## config.mk

```make
export PLATFORM = sky130hd
export DESIGN_NAME = sleep_wake_ctrl
export DESIGN_NICKNAME = d
export VERILOG_FILES = /design/src/rtl/slp_pkg.sv /design/src/rtl/slp_wake_detect.sv /design/src/rtl/slp_recover_timer.sv /design/src/rtl/slp_ctrl_fsm.sv /design/src/rtl/sleep_wake_ctrl.sv
export SDC_FILE = /design/constraint.sdc
export NUM_CORES = 1
export LEC_CHECK = 0
export ABC_AREA = 1
export CORE_AREA = 3 3 40 42
export CTS_CLUSTER_DIAMETER = 100
export DETAILED_ROUTE_END_ITERATION = 6
export DIE_AREA = 0 0 43 45
export DONT_BUFFER_PORTS = 1
export REMOVE_ABC_BUFFERS = 1
export SETUP_SLACK_MARGIN = 0.2
export SYNTH_ARGS = -nofsm -noshare
export SYNTH_HDL_FRONTEND = slang
export SYNTH_SLANG_ARGS = --single-unit
```

## constraint.sdc

```tcl
create_clock -name clk -period 1.5 [get_ports clk]
set_input_delay 0.15 -clock clk [delete_from_list [all_inputs] [get_ports clk]]
set_output_delay 0.15 -clock clk [all_outputs]
set_load 0.01 [all_outputs]
```

## src/rtl/slp_pkg.sv

```systemverilog
// Package slp_pkg
// Shared types for the sleep/wake controller. Assumes a two-bit state
// encoding is enough for the four controller phases.
package slp_pkg;

    typedef enum logic [1:0] {
        ST_RUN     = 2'd0,
        ST_SLEEP   = 2'd1,
        ST_RECOVER = 2'd2,
        ST_RESUME  = 2'd3
    } slp_state_e;

endpackage

```

## src/rtl/slp_wake_detect.sv

```systemverilog
// Module slp_wake_detect
// Reduces the per-source pending flags, gated by their mask bits, to a
// single wake request. Assumes both vectors are synchronous to clk.
// There is deliberately no global-enable term.
module slp_wake_detect #(
    parameter int NUM_SRC = 8
) (
    input  logic [NUM_SRC-1:0] pend,
    input  logic [NUM_SRC-1:0] mask,
    output logic               wake
);

    logic [NUM_SRC-1:0] armed;

    // Gate every source by its own mask bit.
    for (genvar i = 0; i < NUM_SRC; i++) begin : g_src
        assign armed[i] = pend[i] & mask[i];
    end

    // Any armed source requests a wake.
    assign wake = |armed;

endmodule

```

## src/rtl/slp_recover_timer.sv

```systemverilog
// Module slp_recover_timer
// Counts slow-clock ticks during recovery. It flags done on the tick that
// completes RECOVER_TICKS. Assumes clear is high whenever the controller
// is outside recovery, so that every recovery starts from zero.
module slp_recover_timer #(
    parameter int RECOVER_TICKS = 3
) (
    input  logic clk,
    input  logic rst_n,
    input  logic clear,
    input  logic tick_en,
    output logic done
);

    localparam int CW = (RECOVER_TICKS > 1) ? $clog2(RECOVER_TICKS) : 1;
    localparam logic [CW-1:0] LAST = CW'(RECOVER_TICKS - 1);

    logic [CW-1:0] cnt;

    // Tick counter: cleared outside recovery, counts qualified ticks inside.
    always_ff @(posedge clk) begin
        if (!rst_n || clear) begin
            cnt <= '0;
        end else if (tick_en && (cnt != LAST)) begin
            cnt <= cnt + 1'b1;
        end
    end

    // Completion is the qualified tick that lands on the final count.
    assign done = tick_en && (cnt == LAST);

endmodule

```

## src/rtl/slp_ctrl_fsm.sv

```systemverilog
// Module slp_ctrl_fsm
// Sequencing state machine for the sleep/wake controller. It holds the
// sleep bit and decodes the CPU-facing controls from its state. Assumes
// that wake and rec_done are valid in the same cycle they are used, and
// that evt has priority over all other inputs.
module slp_ctrl_fsm
    import slp_pkg::*;
(
    input  logic clk,
    input  logic rst_n,
    input  logic evt,
    input  logic sleep_req,
    input  logic wake,
    input  logic rec_done,
    output logic in_recover,
    output logic sleep_bit,
    output logic cpu_halt,
    output logic clk_sel_force,
    output logic fast_osc_en,
    output logic resume
);

    slp_state_e st;

    // State and sleep bit update; reset events win over everything.
    always_ff @(posedge clk) begin
        if (!rst_n || evt) begin
            st        <= ST_RUN;
            sleep_bit <= 1'b0;
        end else begin
            unique case (st)
                ST_RUN: begin
                    if (sleep_req) begin
                        st        <= ST_SLEEP;
                        sleep_bit <= 1'b1;
                    end
                end
                ST_SLEEP: begin
                    if (wake) begin
                        st        <= ST_RECOVER;
                        sleep_bit <= 1'b0;
                    end
                end
                ST_RECOVER: begin
                    if (rec_done) begin
                        st <= ST_RESUME;
                    end
                end
                ST_RESUME: begin
                    st <= ST_RUN;
                end
                default: begin
                    st        <= ST_RUN;
                    sleep_bit <= 1'b0;
                end
            endcase
        end
    end

    // Output decode from the current state.
    always_comb begin
        cpu_halt      = 1'b0;
        clk_sel_force = 1'b0;
        fast_osc_en   = 1'b1;
        resume        = 1'b0;
        unique case (st)
            ST_RUN: begin
            end
            ST_SLEEP: begin
                cpu_halt      = 1'b1;
                clk_sel_force = 1'b1;
                fast_osc_en   = 1'b0;
            end
            ST_RECOVER: begin
                cpu_halt      = 1'b1;
                clk_sel_force = 1'b1;
            end
            ST_RESUME: begin
                resume = 1'b1;
            end
            default: begin
            end
        endcase
    end

    // Recovery flag feeds the tick counter.
    assign in_recover = (st == ST_RECOVER);

endmodule

```

## src/rtl/sleep_wake_ctrl.sv

```systemverilog
// Module sleep_wake_ctrl
// Top of the sleep/wake controller. It combines the reset events, detects
// masked wake requests and times the slow-clock recovery before resuming
// the CPU. Assumes all inputs are synchronous to clk, and that slow_tick
// is already a single-cycle pulse in this clock domain.
module sleep_wake_ctrl #(
    parameter int NUM_SRC       = 8,
    parameter int RECOVER_TICKS = 3
) (
    input  logic               clk,
    input  logic               rst_n,
    input  logic               sleep_set,
    input  logic               slow_tick,
    input  logic [NUM_SRC-1:0] irq_pend,
    input  logic [NUM_SRC-1:0] irq_mask,
    input  logic               por_evt,
    input  logic               wdr_evt,
    output logic               cpu_halt,
    output logic               clk_sel_force,
    output logic               fast_osc_en,
    output logic               resume,
    output logic               sleep_bit
);

    logic evt;
    logic wake;
    logic in_recover;
    logic rec_done;
    logic tick_en;
    logic tmr_clear;

    // Either reset source returns the controller to running.
    assign evt       = por_evt | wdr_evt;
    assign tick_en   = in_recover & slow_tick & ~evt;
    assign tmr_clear = ~in_recover | evt;

    slp_wake_detect #(
        .NUM_SRC (NUM_SRC)
    ) u_wake (
        .pend (irq_pend),
        .mask (irq_mask),
        .wake (wake)
    );

    slp_recover_timer #(
        .RECOVER_TICKS (RECOVER_TICKS)
    ) u_tmr (
        .clk     (clk),
        .rst_n   (rst_n),
        .clear   (tmr_clear),
        .tick_en (tick_en),
        .done    (rec_done)
    );

    slp_ctrl_fsm u_fsm (
        .clk           (clk),
        .rst_n         (rst_n),
        .evt           (evt),
        .sleep_req     (sleep_set),
        .wake          (wake),
        .rec_done      (rec_done),
        .in_recover    (in_recover),
        .sleep_bit     (sleep_bit),
        .cpu_halt      (cpu_halt),
        .clk_sel_force (clk_sel_force),
        .fast_osc_en   (fast_osc_en),
        .resume        (resume)
    );

endmodule

```

==> results.py, run 1 <==
metrics = {
    "outcome": {
        "outcome": "completed",
    },
    "clock_tree": {
        "cts_max_level": 1,
        "cts_tree": "done",
        "post_cts.repair.setup_buffers": 0,
        "cts_sinks": 5,
        "cts_made_buffers": 3,
        "clk_latency_ps": 240,
        "clk_pin_slew_worst_paths_ps": 40,
        "holdBufCountCts": 0,
        "clockBufferDepth": 2,
        "cts_root_buffer": "clkbuf_4",
    },
    "setup_path": {
        "slowest_stage": "ha_2",
        "path_cells": "inv_2 -> ha_2",
        "cpPeakStageDelay_ps": 390,
        "endpoint_kind": "output port",
        "cp-start-kind": "flip-flop",
        "worst_r2r_path_depth": 9,
        "crit_required_ps": 1350,
        "worstSetupPathType": "reg2out",
        "cp_max_fo": 4,
        "crit_arrival_ps": 1080,
    },
    "drt": {
        "ant_nets": 0,
        "first_iter_violations": 6,
        "drc": 0,
        "vias": 377,
        "first_pass_iters": 4,
        "drt-total-wl_um": 776,
        "wl_per_cell_um": 9.949,
        "avgViaCountPerCell": 4.833,
    },
    "timing": {
        "finalSetupViolCount": 0,
        "slew_headroom_pct": 84.41,
        "clock_skew_ps": 1.058,
        "worst_slew_pin_slew_ps": 233.6,
        "clock.fmax_ghz": 0.8124,
        "setup_tns_ps": 0,
        "fin_crit_ps": 1231,
        "fin_crit_sh_pct": 82.06,
        "rsz0062_at_grt": "no",
        "finalMaxSlewViolations": 0,
        "postLayoutSetupSlackWorst_ps": 269.1,
        "hold_viol": 0,
    },
    "synthesis": {
        "synth_area_per_cell_um2": 6.965,
        "synthCells": 60,
        "synth.most_common_cell": "nand2_1",
        "ys_seq_area_share_pct": 23.95,
        "synth_ff_type": "dfxtp_1",
        "syn_area_um2": 417.9,
        "synthTopCellsByArea": "dfxtp_1 24%, ha_1 18%, nand2_1 17%",
        "synth_edf_count": 0,
        "ys_ff_latch": 5,
        "synth_cell_type_count": 17,
        "yosysWarnings": 0,
        "yosysTopAreaCellShare_pct": 23.95,
        "synth_top_cells_by_count": "19 x nand2_1, 7 x inv_1, 6 x ha_1",
        "async_reset_ff_share_pct": 0,
        "yosysTopAreaCell": "dfxtp_1",
    },
    "power_and_ir_drop": {
        "p_comb_share_pct": 14.4,
        "switching_share_pct": 24.47,
        "p_per_area_nw_per_um2": 686.9,
        "p_switching_uw": 83.49,
        "vdd_drop_max_v": 0.0005071,
        "p_int_uw": 257.7,
        "leakagePower_uw": 0.0002214,
        "p_clk_share_pct": 44.5,
        "p_total_uw": 341.2,
        "seqPwrFrac_pct": 41.1,
    },
    "min_path": {
        "worstHoldPathCells": 3,
        "min_path_type": "in2reg",
    },
    "place": {
        "place.gp.congestion": 0.8105,
        "place.port_buffers": 0,
        "dpl_cell_area_um2": 429.2,
        "dp_slack_ps": 126.0,
        "dp_hpwl_um": 686.7,
    },
    "floorplanning": {
        "dieHeight_um": 45,
        "core_um2": 1285,
        "num_io_pins": 27,
        "rows": 13,
        "initial_core_util_pct": 32.52,
        "die_area_um2": 1935,
        "die_w_um": 43,
    },
    "run": {
        "cap_violations": 0,
    },
    "finish": {
        "design_area_um2": 496.7,
        "fill_cells": 139,
        "antenna_cells": 0,
        "drive_gt1_share_pct": 31.75,
        "area_growth_pct": 18.86,
        "design.final.nets": 92,
    },
    "global_route": {
        "antenna_found_initial": 0,
        "grt_max_degree": 6,
        "grt_pass1_wl_mm": 1.317,
        "grt_pass1_vias": 343,
        "grt_usage_pct": 8.985,
        "grt.overflow.total": 0,
    },
}
## layout make-up
class,instances,area [um^2],share of cell area (%)
inverter,7,28.78,5.793
sequential,5,102.6,20.65
clock buffer,4,26.28,5.290
tap,15,18.77,3.778
multi-input combinational,47,320.3,64.48
## cell families after synthesis
logic type / share of synthesized area (%)
AND/OR/NAND/NOR: 40.42
flip-flops: 23.95
AO/OA/AOI/OAI: 9.581
buffers and inverters: 8.086
adder cells (fa/ha/maj): 17.96
## worst paths after layout
path	endpoint	startpoint	slack (ps)
worst max-delay path	cpu_halt	u_fsm.st[0]$_SDFFE_PP0P_	270
worst min-delay path	u_fsm.st[0]$_SDFFE_PP0P_	wdr_evt	60
worst max register to register	u_fsm.st[0]$_SDFFE_PP0P_	u_fsm.st[1]$_SDFFE_PP0P_	310
worst min register to register	u_tmr.cnt[0]$_SDFFE_PP0P_	u_tmr.cnt[0]$_SDFFE_PP0P_	470
## stage by stage
step           std cells  utilization, %  hold slack [ps]
2_1_floorplan         59               -            304.8
3_3_place_gp          74           33.40            319.9
3_5_place_dp          74           33.40            320.1
4_1_cts               78           35.83            66.39
5_1_grt               78           38.66            67.96
6_report              78           38.66            64.23
## layout by cell type, fill, tap and decap left out, types with 3 or more instances in the layout
master	Yosys	layout
ha_1	6	3
nand3_1	4	3
nor2_1	5	5
nand2_1	19	19
a21oi_2	2	3
dfxtp_1	5	3
clkbuf_4	0	3
inv_1	7	4
## power groups by stage
| stage | sequential [uW] | clock, uW | combinational, uW |
|---|---|---|---|
| 2_1_floorplan | 140 | 0 | 39.3 |
| 3_3_place_gp | 141 | 0 | 45.0 |
| 3_5_place_dp | 141 | 0 | 45.2 |
| 4_1_cts | 139 | 159 | 46.5 |
| 5_1_grt | 140 | 172 | 58.3 |
| 6_report | 140 | 152 | 49.1 |
## flip-flops by register name (all words and copies together), names as in the netlist
register	cells
u_fsm.sleep_bit	1
u_fsm.st	2
u_tmr.cnt	2
## layer usage
layer / share of wire [%] / global-route usage, % / routed length (um) / vias to the layer above
li1: - / - / - / 196
met1: 43 / 10.34 / 335 / 159
met2: 41 / 14.37 / 320 / 22
met3: 16 / 5.578 / 121 / 0
met4: 0 / 1.807 / 0 / 0
met5: 0 / 0 / 0 / -
## worst max-delay path, delay by kind of cell, from the launching register on
kind	cells	cell delay, ps
DFF	1	370
adders and majority gates	1	390
buffers and inverters	1	80
## timing repair
| item | in CTS | in global routing |
|---|---|---|
| hold endpoints to repair | 0 | 0 |
| pin swaps | 1 | 1 |
| gates cloned | 0 | 0 |
| setup endpoints to repair | 5 | 7 |
| gates resized for setup | 4 | 9 |
No activity file was read; power rests on OpenSTA's default activity.
==> run 2: changes to the inputs <==
clock period = 1.2 ns   (was 1.5 ns; I/O delays follow)
==> results.py, run 2 (synthesis gave the netlist of run 1 again) <==
metrics = {
    "timing": {
        "hold_viol": 0,
        "fin_crit_ps": 1235,
        "postLayoutSetupSlackWorst_ps": -34.70,
        "clock.fmax_ghz": 0.8099,
        "fin_crit_sh_pct": 102.9,
        "clock_skew_ps": 5.644,
        "worst_slew_pin_slew_ps": 233.7,
        "finalSetupViolCount": 2,
        "rsz0062_at_grt": "yes",
        "slew_headroom_pct": 84.41,
        "finalMaxSlewViolations": 0,
    },
    "setup_path": {
        "cp_common_cell": "buf_6",
        "crit_arrival_ps": 1110,
        "r2r_setup_slack_ps": 10,
        "reg2reg_to": "u_fsm.st[0]$_SDFFE_PP0P_",
        "cp_top_family": "flip-flops",
        "cpPeakStageDelay_ps": 330,
        "cp.depth": 4,
        "path_cells": "inv_2 -> buf_6 -> ha_4 -> buf_6",
        "crit_required_ps": 1080,
        "cp-startpoint": "u_fsm.st[1]$_SDFFE_PP0P_",
        "slowest_stage": "dfxtp_2",
        "endpoint_kind": "output port",
        "worst_r2r_path_depth": 7,
        "path_buf_inv": 3,
        "worstSetupPathType": "reg2out",
        "cp-start-kind": "flip-flop",
        "reg2reg_from": "u_tmr.cnt[1]$_SDFFE_PP0P_",
        "cp_max_fo": 2,
        "worstSetupEndpoint": "cpu_halt",
    },
    "global_route": {
        "grt_max_degree": 6,
        "grt_pass1_wl_mm": 1.531,
        "grt_usage_pct": 11.31,
        "antenna_found_initial": 0,
        "grt.overflow.total": 0,
        "grt_pass1_vias": 395,
    },
    "place": {
        "place.port_buffers": 0,
        "dp_hpwl_um": 704.7,
        "dp_cells": 81,
        "dp_slack_ps": -72.64,
        "place.gp.congestion": 0.7465,
    },
    "finish": {
        "multi_input_area_um2": 371.6,
        "reg_top3": "u_fsm.st: 2 flops, u_tmr.cnt: 2 flops, u_fsm.sleep_bit: 1 flops",
        "antenna_cells": 0,
        "fin_cells": 90,
        "design.final.nets": 104,
        "area_growth_pct": 57.78,
        "final_cell_mix": "19 x nand2_1, 7 x buf_4, 5 x nor2_1, 5 x buf_6",
        "drive_gt1_share_pct": 49.33,
        "fill_cells": 120,
        "regArea_um2": 105.1,
        "layout_commonest_cell": "nand2_1",
    },
    "power_and_ir_drop": {
        "vdd_drop_max_v": 0.0003018,
        "leakagePower_uw": 0.0002785,
        "p_per_area_nw_per_um2": 715.4,
    },
    "clock_tree": {
        "clk_latency_ps": 250,
        "cts_sinks": 5,
        "cts_max_level": 1,
        "cts_root_buffer": "clkbuf_4",
        "clk_pin_slew_worst_paths_ps": 50,
        "holdBufCountCts": 0,
        "clockBufferDepth": 2,
        "cts_made_buffers": 3,
        "cts_tree": "done",
    },
    "floorplanning": {
        "die_area_um2": 1935,
        "core_um2": 1285,
        "dieHeight_um": 45,
        "rows": 13,
        "die_w_um": 43,
        "num_io_pins": 27,
        "initial_core_util_pct": 32.52,
    },
    "drt": {
        "vias": 427,
        "first_pass_iters": 4,
        "ant_nets": 0,
        "drt-total-wl_mm": 1.014,
        "drc": 0,
        "avgViaCountPerCell": 4.744,
        "first_iter_violations": 7,
        "wl_per_cell_um": 11.27,
    },
    "outcome": {
        "outcome": "complete, but fails checks",
        "violations": "setup timing",
    },
    "run": {
        "cap_violations": 0,
    },
    "min_path": {
        "min_path_type": "in2reg",
    },
}
## run 2: changes by cell type in the layout (fill, tap and decap cells not counted), moves of 2 or more
cell	change
ha_1	-2
ha_4	+2
nand3_2	+2
nand3_1	-2
buf_6	+5
buf_4	+7
## run 2: metrics by stage
stage	utilization, %	instance area (um^2)	total power, uW	hold slack [ps]	TNS [ps]
floorplan	-	410.4	224.2	274.8	-52.86
global route	51.31	659.4	507.8	31.29	-359.4
finish	51.31	659.4	471.7	18.89	-69.40
global placement	37.49	481.7	242.4	291.6	-54.47
CTS	46.25	594.3	469.7	19.31	-90.71
detailed placement	37.49	481.7	243.7	293.3	-161.3
## run 2: worst reg2reg max path, cell delays in order (launching register included)
cell     delay [ps]
dfxtp_1         370
ha_2            240
nand4_1         120
nand2_1         100
nand3_2         100
nand2_1          70
nand2_1          40
nor2_1           70
## run 2: worst min path at each step
stage / cells after the start / slack (ps) / endpoint / start
final: 3 / 20 / u_fsm.st[1]$_SDFFE_PP0P_ / wdr_evt
after global routing: 3 / 30 / u_fsm.st[1]$_SDFFE_PP0P_ / por_evt
after CTS: 3 / 20 / u_fsm.st[1]$_SDFFE_PP0P_ / wdr_evt
after detailed placement: 3 / 290 / u_fsm.st[0]$_SDFFE_PP0P_ / wdr_evt
after global placement: 3 / 290 / u_fsm.st[0]$_SDFFE_PP0P_ / wdr_evt
after floorplan: 3 / 270 / u_tmr.cnt[0]$_SDFFE_PP0P_ / wdr_evt
## run 2: timing repair
item	4_1_cts	5_1_grt
endpoints found under the setup margin	9	9
pin swaps	4	2
setup buffers	3	2
resized for setup	15	12
## run 2: routing by layer
layer | track usage, % | routed length (um) | vias to the layer above
met5 | 0 | 0 | -
met4 | 9.036 | 26 | 0
met3 | 5.179 | 139 | 3
met2 | 17.66 | 463 | 25
met1 | 11.78 | 384 | 178
li1 | - | - | 221
## run 2: power by group
part | internal, uW | switching [uW] | total [uW]
Sequential | 169 | 4.27 | 173
Combinational | 46.9 | 44.5 | 91.4
Clock | 126 | 81.1 | 208
Total | 342 | 130 | 472
## run 2: final cells by class
class | instances | share of cell area, %
multi-input combinational | 47 | 56.36
inverter | 7 | 4.364
clock buffer | 4 | 3.985
timing repair buffer | 12 | 16.51
tap | 15 | 2.846
sequential | 5 | 15.94
